==> src/rtl/drain_pkg.sv <==
package drain_pkg;
   typedef enum logic [3:0] {
      ST_IDLE,
      ST_SCAN,
      ST_RDMAP,
      ST_DIS,
      ST_WUSE,
      ST_CLR,
      ST_WVAL,
      ST_REST,
      ST_FIN
   } drain_st_e;

   // operation codes; any code with bit 1 set is a device sweep
   localparam logic [1:0] OP_CLEAR = 2'b00;
   localparam logic [1:0] OP_FLUSH = 2'b01;
endpackage

==> src/rtl/drain_pick.sv <==
// Finds the lowest nibble at or above from_idx whose enable bit is set and
// whose device bit equals dev_val. Channel bits do not take part.
module drain_pick #(
   parameter int NIBS    = 8,
   parameter int NIB_W   = 4,
   parameter int EN_POS  = 3,
   parameter int DEV_POS = 0,
   localparam int MAP_W  = NIBS * NIB_W,
   localparam int IDX_W  = $clog2(NIBS),
   localparam int PTR_W  = IDX_W + 1
) (
   input  logic [MAP_W-1:0] word,
   input  logic             dev_val,
   input  logic [PTR_W-1:0] from_idx,
   output logic             hit,
   output logic [IDX_W-1:0] idx
);
   logic [NIBS-1:0] match;
   logic            unused_word;

   assign unused_word = ^word;

   for (genvar g = 0; g < NIBS; g++) begin : g_nib
      assign match[g] = word[g*NIB_W + EN_POS]
                     && (word[g*NIB_W + DEV_POS] == dev_val)
                     && (PTR_W'(g) >= from_idx);
   end

   always_comb begin
      hit = 1'b0;
      idx = '0;
      for (int i = NIBS - 1; i >= 0; i--) begin
         if (match[i]) begin
            hit = 1'b1;
            idx = IDX_W'(i);
         end
      end
   end
endmodule

==> src/rtl/drain_tmo.sv <==
// Wait-phase watchdog. The count restarts whenever the sequencer is not
// waiting; expired rises once a pending wait has lasted limit edges.
module drain_tmo #(
   parameter int TMO_W  = 8,
   parameter bit TMO_EN = 1'b1
) (
   input  logic             clk,
   input  logic             rst_n,
   input  logic             waiting,
   input  logic [TMO_W-1:0] limit,
   output logic             expired
);
   if (TMO_EN) begin : g_on
      logic [TMO_W-1:0] cnt_q;

      always_ff @(posedge clk or negedge rst_n) begin
         if (!rst_n)              cnt_q <= '0;
         else if (!waiting)       cnt_q <= '0;
         else if (cnt_q != limit) cnt_q <= cnt_q + 1'b1;
      end

      assign expired = waiting && (limit != '0) && (cnt_q == limit);

      // a timeout can only be reported while a wait is in progress
      a_r8_expire_in_wait: assert property (@(posedge clk) disable iff (!rst_n)
         expired |-> $past(waiting));
   end else begin : g_off
      logic unused_tmo;
      assign unused_tmo = ^{clk, rst_n, waiting, limit};
      assign expired    = 1'b0;
   end
endmodule

==> src/rtl/rsp_drain_seq.sv <==
module rsp_drain_seq
   import drain_pkg::*;
#(
   parameter int NBUF    = 16,
   parameter int NIB_W   = 4,
   parameter int EN_POS  = 3,
   parameter int DEV_POS = 0,
   parameter int TMO_W   = 8,
   parameter bit TMO_EN  = 1'b1,
   localparam int NMAP   = 2,
   localparam int NIBS   = NBUF / NMAP,
   localparam int MAP_W  = NIBS * NIB_W,
   localparam int BUF_W  = $clog2(NBUF),
   localparam int IDX_W  = $clog2(NIBS),
   localparam int PTR_W  = IDX_W + 1,
   localparam int STAT_W = 2 * NBUF,
   localparam int POS_W  = $clog2(MAP_W)
) (
   input  logic              clk,
   input  logic              rst_n,
   input  logic              start,
   input  logic [1:0]        op,
   input  logic [BUF_W-1:0]  tgt,
   input  logic [TMO_W-1:0]  tmo_limit,
   input  logic [STAT_W-1:0] status,
   output logic              map_rd_sel,
   input  logic [MAP_W-1:0]  map_rd_data,
   output logic              map_wr_en,
   output logic              map_wr_sel,
   output logic [MAP_W-1:0]  map_wr_data,
   output logic [NBUF-1:0]   clr_pulse,
   output logic              busy,
   output logic              done,
   output logic              err
);
   // elaboration-time parameter checks
   if ((NBUF < 4) || ((NBUF & (NBUF - 1)) != 0)) begin : g_bad_nbuf
      $error("NBUF must be a power of two, at least 4");
   end
   if ((EN_POS >= NIB_W) || (DEV_POS >= NIB_W) || (EN_POS == DEV_POS)) begin : g_bad_pos
      $error("EN_POS and DEV_POS must be distinct bits inside a nibble");
   end
   if (TMO_W < 1) begin : g_bad_tmo
      $error("TMO_W must be at least 1");
   end

   drain_st_e         st_q, st_d;
   logic [BUF_W-1:0]  cur_q;
   logic [MAP_W-1:0]  saved_q;
   logic              en_was_q;
   logic              sweep_q;
   logic              dev_q;
   logic [PTR_W-1:0]  ptr_q;
   logic              tmo_q;
   logic              err_q;

   logic [IDX_W-1:0]  nib;
   logic [POS_W-1:0]  en_pos;
   logic [MAP_W-1:0]  en_mask;
   logic              inuse_now;
   logic              valid_now;
   logic              waiting;
   logic              expired;
   logic              abort;
   logic              pick_hit;
   logic [IDX_W-1:0]  pick_idx;
   drain_st_e         post_drain;
   drain_st_e         post_abort;

   // where buffer cur_q lives in the map and in the status vector
   assign nib       = cur_q[BUF_W-1:1];
   assign en_pos    = POS_W'(int'(nib) * NIB_W + EN_POS);
   assign en_mask   = MAP_W'(1) << en_pos;
   assign inuse_now = status[{1'b0, cur_q}];
   assign valid_now = status[{1'b1, cur_q}];
   assign waiting   = (st_q == ST_WUSE) || (st_q == ST_WVAL);

   drain_pick #(
      .NIBS    (NIBS),
      .NIB_W   (NIB_W),
      .EN_POS  (EN_POS),
      .DEV_POS (DEV_POS)
   ) u_pick (
      .word     (map_rd_data),
      .dev_val  (dev_q),
      .from_idx (ptr_q),
      .hit      (pick_hit),
      .idx      (pick_idx)
   );

   drain_tmo #(
      .TMO_W  (TMO_W),
      .TMO_EN (TMO_EN)
   ) u_tmo (
      .clk     (clk),
      .rst_n   (rst_n),
      .waiting (waiting),
      .limit   (tmo_limit),
      .expired (expired)
   );

   always_comb begin
      if (en_was_q)     post_drain = ST_REST;
      else if (sweep_q) post_drain = ST_SCAN;
      else              post_drain = ST_FIN;
      post_abort = en_was_q ? ST_REST : ST_FIN;
   end

   always_comb begin
      st_d  = st_q;
      abort = 1'b0;
      unique case (st_q)
         ST_IDLE:  if (start) begin
                      if (op[1])               st_d = ST_SCAN;
                      else if (op == OP_FLUSH) st_d = ST_RDMAP;
                      else                     st_d = ST_WUSE;
                   end
         ST_SCAN:  st_d = pick_hit ? ST_RDMAP : ST_FIN;
         ST_RDMAP: st_d = map_rd_data[en_pos] ? ST_DIS : ST_WUSE;
         ST_DIS:   st_d = ST_WUSE;
         ST_WUSE:  if (!inuse_now) begin
                      st_d = valid_now ? ST_CLR : post_drain;
                   end else if (expired) begin
                      abort = 1'b1;
                      st_d  = post_abort;
                   end
         ST_CLR:   st_d = ST_WVAL;
         ST_WVAL:  if (!valid_now) begin
                      st_d = post_drain;
                   end else if (expired) begin
                      abort = 1'b1;
                      st_d  = post_abort;
                   end
         ST_REST:  st_d = (sweep_q && !tmo_q) ? ST_SCAN : ST_FIN;
         ST_FIN:   st_d = ST_IDLE;
         default:  st_d = ST_IDLE;
      endcase
   end

   always_ff @(posedge clk or negedge rst_n) begin
      if (!rst_n) begin
         st_q     <= ST_IDLE;
         cur_q    <= '0;
         saved_q  <= '0;
         en_was_q <= 1'b0;
         sweep_q  <= 1'b0;
         dev_q    <= 1'b0;
         ptr_q    <= '0;
         tmo_q    <= 1'b0;
         err_q    <= 1'b0;
      end else begin
         st_q <= st_d;
         case (st_q)
            ST_IDLE: if (start) begin
               cur_q    <= tgt;
               sweep_q  <= op[1];
               dev_q    <= tgt[1];
               ptr_q    <= '0;
               en_was_q <= 1'b0;
               tmo_q    <= 1'b0;
               err_q    <= 1'b0;
            end
            ST_SCAN: if (pick_hit) begin
               cur_q <= {pick_idx, cur_q[0]};
               ptr_q <= PTR_W'(pick_idx) + 1'b1;
            end
            ST_RDMAP: begin
               saved_q  <= map_rd_data;
               en_was_q <= map_rd_data[en_pos];
            end
            default: ;
         endcase
         if (abort) tmo_q <= 1'b1;
         if ((st_d == ST_FIN) && (st_q != ST_FIN) && (tmo_q || abort)) err_q <= 1'b1;
      end
   end

   assign busy        = (st_q != ST_IDLE);
   assign done        = (st_q == ST_FIN);
   assign err         = err_q;
   assign clr_pulse   = (st_q == ST_CLR) ? (NBUF'(1) << cur_q) : '0;
   assign map_rd_sel  = cur_q[0];
   assign map_wr_sel  = cur_q[0];
   assign map_wr_en   = (st_q == ST_DIS) || (st_q == ST_REST);
   assign map_wr_data = (st_q == ST_DIS) ? (saved_q & ~en_mask) : saved_q;

   // no clear is issued to a buffer that was still in use at the deciding edge
   a_r2_no_clr_in_use: assert property (@(posedge clk) disable iff (!rst_n)
      (clr_pulse != '0) |-> ((clr_pulse & $past(status[NBUF-1:0])) == '0));

   // the clear strobe is one-hot or idle
   a_r3_clr_onehot: assert property (@(posedge clk) disable iff (!rst_n)
      $onehot0(clr_pulse));

   // a clear targets only a buffer that held data at the deciding edge
   a_r3_clr_needs_data: assert property (@(posedge clk) disable iff (!rst_n)
      (clr_pulse != '0) |-> ((clr_pulse & $past(status[STAT_W-1:NBUF])) == clr_pulse));

   // done is a single-cycle pulse followed by idle
   a_r10_done_pulse: assert property (@(posedge clk) disable iff (!rst_n)
      done |=> (!done && !busy));

   // busy holds until done
   a_r10_busy_holds: assert property (@(posedge clk) disable iff (!rst_n)
      (busy && !done) |=> busy);

   // an error flag appears together with done
   a_r8_err_with_done: assert property (@(posedge clk) disable iff (!rst_n)
      $rose(err) |-> done);

   // a clear is never issued in two consecutive cycles
   a_r3_clr_single: assert property (@(posedge clk) disable iff (!rst_n)
      (clr_pulse != '0) |=> (clr_pulse == '0));
endmodule

==> config.mk <==
export PLATFORM = sky130hd
export DESIGN_NAME = rsp_drain_seq
export DESIGN_NICKNAME = d
export VERILOG_FILES = /design/src/rtl/drain_pkg.sv /design/src/rtl/drain_pick.sv /design/src/rtl/drain_tmo.sv /design/src/rtl/rsp_drain_seq.sv
export SDC_FILE = /design/constraint.sdc
export NUM_CORES = 1
export LEC_CHECK = 0
export CAP_MARGIN = 20
export CORE_ASPECT_RATIO = 1.4
export CORE_MARGIN = 10
export CORE_UTILIZATION = 34
export DETAILED_ROUTE_END_ITERATION = 8
export PLACE_DENSITY = 0.72
export RECOVER_POWER = 50
export SYNTH_ARGS = -nofsm -noshare
export SYNTH_HDL_FRONTEND = slang
export SYNTH_SLANG_ARGS = --single-unit
==> constraint.sdc <==
create_clock -name clk -period 2.3 [get_ports clk]
set_input_delay 0.46 -clock clk [delete_from_list [all_inputs] [get_ports clk]]
set_output_delay 0.46 -clock clk [all_outputs]
set_load 0.005 [all_outputs]
==> impl_metrics.env, run 1 <==
export IMPL_final_max_slew_violation_count=0
export IMPL_place_congestion=0.878
export IMPL_clk_pin_slew_ns=0.05
export IMPL_utilization_pct=55.1
export IMPL_vias=3456
export IMPL_cts_buffers=9
export IMPL_fmax_mhz=432
export IMPL_worst_setup_path_end_kind="output pin"
export IMPL_cts_root_buffer_cell="clkbuf_16"
export IMPL_cts_sinks=57
export IMPL_status="finished with violations"
export IMPL_num_rows=45
export IMPL_power_leakage_nw=2.76
export IMPL_drc_errors=0
export IMPL_wl_um=12000
export IMPL_design_core_area_mm2=0.0108
export IMPL_syn2layout_area_growth_pct=59.0
export IMPL_synth_compound_area_share_pct=9.54
export IMPL_synth_async_reset_ratio_pct=100
export IMPL_synth_xor_area_share_pct=5.61
export IMPL_grt_use_total_pct=15.3
export IMPL_grt_overflow=0
export IMPL_clockBufferDepth=2
export IMPL_synth_area_mm2=0.00375
export IMPL_worstPathArrival_ns=1.86
export IMPL_yosys_warnings=0
export IMPL_cap_violations=0
export IMPL_crit_path_max_incr_delay_ns=0.47
export IMPL_diodes=0
export IMPL_synth_edf_count=0
export IMPL_final_net_count=616
export IMPL_io_pins=135
export IMPL_min_path_type="input pin to asynchronous set/reset pin"
export IMPL_layout_setup_ws_ns=-0.0173
export IMPL_stdcell_count=679
export IMPL_synth_top_family_by_area="multiplexers"
export IMPL_setup_viol=2
export IMPL_grt_pass1_wl_um=18900
export IMPL_cp_slowest_cell="dfrtp_2"
export IMPL_path_common_cell="buf_4"
export IMPL_synth_cell_type_count=58
export IMPL_cp_required_ns=1.84
export IMPL_syn_nets=450
export IMPL_hpwl_um=9570
export IMPL_cts_tree="built"
export IMPL_path_max_fanout=7
export IMPL_drtIter0Drc=167
export IMPL_yosysSeqAreaShare_pct=38.0
export IMPL_htree_levels=3
export IMPL_cp_start_kind="flop"
export IMPL_avgViaCountPerCell=5.09
export IMPL_wl_per_cell_um=17.6
export IMPL_avgSynthCellArea_um2=10.2
export IMPL_antenna_found_initial=0
export IMPL_grt_max_degree=38
export IMPL_relSlewSlack_pct=19.1
export IMPL_min_period_ns=2.32
export IMPL_insertion_delay_ns=0.33
export IMPL_portBuffers=134
export IMPL_cts_hold_buffers_added=0
export IMPL_die_w_um=109
export IMPL_synthSimpleGateAreaFrac_pct=17.6
export IMPL_muxShareOfSynthArea_pct=21.0
export IMPL_synth_fa_ha_area_share_pct=0.667
export IMPL_ir_drop_mv=0.785
export IMPL_crit_family="simple AND/OR/NAND/NOR gates"
export IMPL_crit_type="flop to output pin"
export IMPL_fillers=933
export IMPL_synth_flop_cell="dfrtp_1"
export IMPL_die_height_um=144
export IMPL_violations="setup timing"
export IMPL_fin_skew_ns=0.00490
export IMPL_whs_ns=0.371
export IMPL_worstPathCellList="nand2b_4 -> nor3_4 -> nand2_1 -> buf_4 -> buf_4 -> nor2_1 -> dlygate4sd2_1"
export IMPL_ys_seq_elements=57
export IMPL_worstMarginPinSlew_ns=1.21
export IMPL_dieArea_mm2=0.0157
export IMPL_dpl_cell_count=645
export IMPL_initial_utilization_pct=34.7
export IMPL_power_total_mw=7.20
export IMPL_rsz0062_at_grt="true"
export IMPL_layout_drive_gt1_share_pct=28.3
export IMPL_critPathBufInv=3
export IMPL_grt_pass1_vias=3760
export IMPL_drtPass1Iterations=4
export IMPL_hold_violations=0
export IMPL_ant_nets=0
export IMPL_fin_crit_sh_pct=101
export IMPL_syn_inst=367
export IMPL_power_density_mw_per_mm2=1210
layer usage:
metal | up-vias | share of wire (%) | GRT usage (%)
met5 | - | 0 | 0
met4 | 0 | 1.5 | 5.01
met3 | 13 | 6.5 | 5.17
met2 | 108 | 54 | 27.9
met1 | 1686 | 38 | 15.9
li1 | 1649 | - | -
layout by cell type (no fill, tap or decap), types with 3 or more instances in the layout:
cell             instances
a21boi_0                 3
a31oi_1                  4
buf_4                   58
clkbuf_1                 4
clkbuf_16                9
clkdlybuf4s50_1         84
dfrtp_1                 49
dfrtp_2                  8
dlygate4sd2_1            7
dlygate4sd3_1           23
dlymetal6s2s_1          18
inv_1                    7
mux2_2                  37
mux2i_1                  9
mux4_1                   8
nand2_1                 33
nand2b_1                 4
nand3_1                 11
nand4_1                  6
nor2_1                  41
nor3_1                   6
nor4_1                   5
nor4_2                   3
o211ai_1                 3
o21a_1                   4
o21ai_0                  4
xnor2_1                 12
xor2_1                  12
cell usage after synthesis (all sizes together), types with 4 or more instances:
library cell | count | area share [%]
mux2 | 37 | 11
dfrtp | 57 | 38
buf | 33 | 6.2
nand2 | 34 | 3.4
mux2i | 11 | 3.0
nor2b | 4 | 0.67
a21boi | 6 | 1.2
o21ai | 5 | 0.67
nor3 | 8 | 1.2
nand3 | 12 | 1.6
clkbuf | 7 | 0.70
nor2 | 43 | 4.3
a31oi | 5 | 1.2
o21a | 4 | 0.80
nand2b | 6 | 1.0
nor4 | 8 | 1.5
xnor2 | 12 | 2.8
xor2 | 12 | 2.8
mux4 | 10 | 6.8
inv | 7 | 0.70
nand4 | 6 | 1.0
sequential cells by signal, indices dropped and copies added (netlist names), 4 cells and up:
register	count
st_q	4
saved_q	32
ptr_q	4
u_tmo.g_on.cnt_q	8
cur_q	4
worst paths after layout:
check | start | end | slack [ns] | depth (start not counted)
min in group clk | map_rd_data[11] | saved_q[11] | 0.46 | 2
max in group asynchronous | rst_n | dev_q | 0.29 | 2
max | st_q[3] | clr_pulse[5] | -0.02 | 7
max reg2reg | cur_q[0] | err | 0.12 | 7
min reg2reg | saved_q[3] | saved_q[3] | 0.50 | 1
min | rst_n | saved_q[30] | 0.37 | 1
layout make-up:
| type | instances | area, um^2 | area share [%] |
|---|---|---|---|
| Tap cell | 141 | 176 | 2.96 |
| Clock inverter | 2 | 60.1 | 1.01 |
| Inverter | 7 | 26.3 | 0.441 |
| Multi-Input combinational cell | 263 | 2150 | 36.1 |
| Timing Repair Buffer | 195 | 1850 | 31.0 |
| Sequential cell | 57 | 1440 | 24.1 |
| Clock buffer | 14 | 264 | 4.43 |
cells by family after synthesis:
| group | after synthesis |
|---|---|
| adders and majority gates | 2 |
| AOI/OAI and AO/OA | 44 |
| xor gates and xnor gates | 24 |
| DFF | 57 |
| and+or+nand+nor | 135 |
| muxes | 58 |
| buffers and inverters | 47 |
per-stage QoR:
step | setup slack [ns] | setup TNS, ns | instance area, um^2
4_1_cts | -0.0558 | -0.281 | 5810
2_1_floorplan | 0.0756 | 0 | 3750
6_report | -0.0173 | -0.0326 | 5960
3_3_place_gp | -0.343 | -2.93 | 5350
3_5_place_dp | -0.390 | -3.47 | 5350
5_1_grt | -0.134 | -1.14 | 5960
where the power goes:
part	switching [mW]	internal, mW
Clock	0.439	1.01
Combinational	1.66	2.25
Sequential	0.402	1.44
Total	2.50	4.70
what timing repair did:
action                                  4_1_cts  5_1_grt
setup buffers                                10        8
endpoints found under the hold margin         0        0
endpoints found under the setup margin       33       33
gates resized for setup                      29       36
pin swaps                                     7       14
Note: power is estimated with default switching activity, not from simulation.
==> run 2: changes to the inputs <==
--- a/config.mk
+++ b/config.mk
@@ -7,7 +7,7 @@
 export LEC_CHECK = 0
 export CAP_MARGIN = 20
 export CORE_ASPECT_RATIO = 1.4
-export CORE_MARGIN = 10
+export CORE_MARGIN = 4
 export CORE_UTILIZATION = 34
 export DETAILED_ROUTE_END_ITERATION = 8
 export PLACE_DENSITY = 0.72
==> run 2 against run 1 <==
The run now ends clean; clock-buffer cell count shrank 2; final cell count shrank 1.8%; routed wire length is 4.9% lower; clock power fell by 8%; first-iteration DRC count is 11% lower; sequential share of layout area rose by 0.38 points; register-to-register slack is essentially flat; global-route usage up 2.1 points; flip-flop and latch count unchanged; clock skew barely moved.
==> impl_metrics.env, run 2 (synthesis results as in run 1) <==
export IMPL_status="finished clean"
export IMPL_fin_crit_sh_pct=99.3
export IMPL_clk_pin_slew_ns=0.05
export IMPL_relSlewSlack_pct=3.20
export IMPL_grt_pass1_vias=3614
export IMPL_diodes=0
export IMPL_place_congestion=0.868
export IMPL_cts_sinks=57
export IMPL_design_core_area_mm2=0.0108
export IMPL_reg2reg_slack_ns=0.11
export IMPL_antenna_found_initial=0
export IMPL_min_period_ns=2.28
export IMPL_largest_register_ff_count=32
export IMPL_drtIter0Drc=149
export IMPL_reg2reg_depth=7
export IMPL_rsz0062_at_grt="true"
export IMPL_worstMarginPinSlew_ns=1.45
export IMPL_ant_nets=0
export IMPL_htree_levels=3
export IMPL_path_max_fanout=8
export IMPL_io_pins=135
export IMPL_syn2layout_area_growth_pct=56.5
export IMPL_cts_hold_buffers_added=0
export IMPL_die_height_um=132
export IMPL_cap_violations=0
export IMPL_setup_viol=0
export IMPL_drc_errors=0
export IMPL_fin_skew_ns=0.00446
export IMPL_rr_startpoint="cur_q[0]"
export IMPL_portBuffers=134
export IMPL_r2r_end="err"
export IMPL_grt_use_total_pct=17.4
export IMPL_seqCellArea_mm2=0.00144
export IMPL_cp_start_kind="flop"
export IMPL_clockBufferDepth=2
export IMPL_cts_tree="built"
export IMPL_stdcell_count=667
export IMPL_hpwl_um=8560
export IMPL_final_max_slew_violation_count=0
export IMPL_cp_slowest_cell="dfrtp_2"
export IMPL_cts_buffers=9
export IMPL_crit_end="clr_pulse[6]"
export IMPL_fillers=985
export IMPL_utilization_pct=54.3
export IMPL_die_w_um=96.8
export IMPL_grt_max_degree=58
export IMPL_min_path_type="input pin to flop"
export IMPL_layout_common_cells="80 x clkdlybuf4s50_1, 49 x dfrtp_1, 47 x buf_4"
export IMPL_wl_um=11400
export IMPL_hold_violations=0
export IMPL_dpl_cell_count=645
export IMPL_final_common_cell="clkdlybuf4s50_1"
export IMPL_num_rows=45
export IMPL_multi_input_area_mm2=0.00216
export IMPL_power_density_mw_per_mm2=1200
export IMPL_crit_type="flop to output pin"
export IMPL_top_register="saved_q"
export IMPL_dieArea_mm2=0.0128
export IMPL_fmax_mhz=438
export IMPL_crit_path_max_incr_delay_ns=0.49
export IMPL_avgViaCountPerCell=5.08
export IMPL_worstPathCellList="nand2b_4 -> nor3_4 -> nand2b_1 -> buf_4 -> nor2_1 -> dlygate4sd2_1"
export IMPL_cts_root_buffer_cell="clkbuf_16"
export IMPL_layout_drive_gt1_share_pct=27.6
export IMPL_final_net_count=605
export IMPL_wl_per_cell_um=17.1
export IMPL_ir_drop_mv=0.666
export IMPL_grt_overflow=0
export IMPL_reg_top3="saved_q (32), u_tmo.g_on.cnt_q (8)"
export IMPL_startpoint="st_q[3]"
export IMPL_worstPathArrival_ns=1.82
export IMPL_grt_pass1_wl_um=18100
export IMPL_insertion_delay_ns=0.32
export IMPL_initial_utilization_pct=34.7
export IMPL_worst_setup_path_end_kind="output pin"
export IMPL_vias=3391
export IMPL_power_leakage_nw=2.71
export IMPL_drtPass1Iterations=4
export IMPL_cp_required_ns=1.84
==> run 2: changes by cell type in the layout (fill, tap and decap cells not counted), sizes merged <==
cell           previous run  this run
buf                      61        50
clkdlybuf4s50            84        80
clkbuf                   16        14
clkinv                    0         2
dlymetal6s2s             18        20
bufinv                    2         1
dlygate4sd2               7         8
dlygate4sd3              23        24
==> run 2: layout make-up <==
cell class,instances,share of cell area (%)
Sequential cell,57,24.5
Clock inverter,3,0.682
Tap cell,141,3.01
Multi-Input combinational cell,263,36.9
Inverter,7,0.448
Clock buffer,12,4.37
Timing Repair Buffer,184,30.1
==> run 2: critical path, delay by kind of cell, from the launching register on <==
kind	cells	cell delay, ns
buffers and inverters	2	0.40
DFF	1	0.49
and+or+nand+nor	4	0.60
==> run 2: metal layers <==
layer	GRT usage (%)	routed length [um]
met1	20.0	4580
met2	31.6	6110
met3	4.29	522
met4	5.39	174
met5	0	0
==> run 2: worst min-delay path by stage <==
stage | startpoint | end | cells past startpoint
6_report | map_rd_data[20] | saved_q[20] | 2
4_1_cts | rst_n | saved_q[29] | 2
2_1_floorplan | rst_n | cur_q[0] | 0
5_1_grt | map_rd_data[20] | saved_q[20] | 2
3_3_place_gp | saved_q[7] | saved_q[7] | 1
3_5_place_dp | saved_q[3] | saved_q[3] | 1
==> run 2: stage by stage <==
step	hold WS (ns)	power (mW)	setup WS (ns)	cell area, um^2	TNS (ns)
2_1_floorplan	0.164	4.05	0.0756	3750	0
3_3_place_gp	0.483	5.42	-0.330	5340	-3.52
3_5_place_dp	0.489	5.51	-0.409	5340	-4.45
4_1_cts	0.321	7.07	-0.0241	5750	-0.0674
5_1_grt	0.447	7.50	-0.0697	5870	-0.0854
6_report	0.433	7.04	0.0154	5870	0
==> run 2: timing repair <==
item                       4_1_cts  5_1_grt
setup buffers                    6        1
gates resized for setup         31       38
pin swaps                        3       14
setup endpoints to repair       33       28
==> run 2: power by group <==
| part | switching [mW] | leakage [nW] | total [mW] | internal (mW) |
|---|---|---|---|---|
| Combinational | 1.64 | 1.87 | 3.84 | 2.20 |
| Sequential | 0.425 | 0.694 | 1.87 | 1.44 |
| Clock | 0.445 | 0.148 | 1.33 | 0.886 |
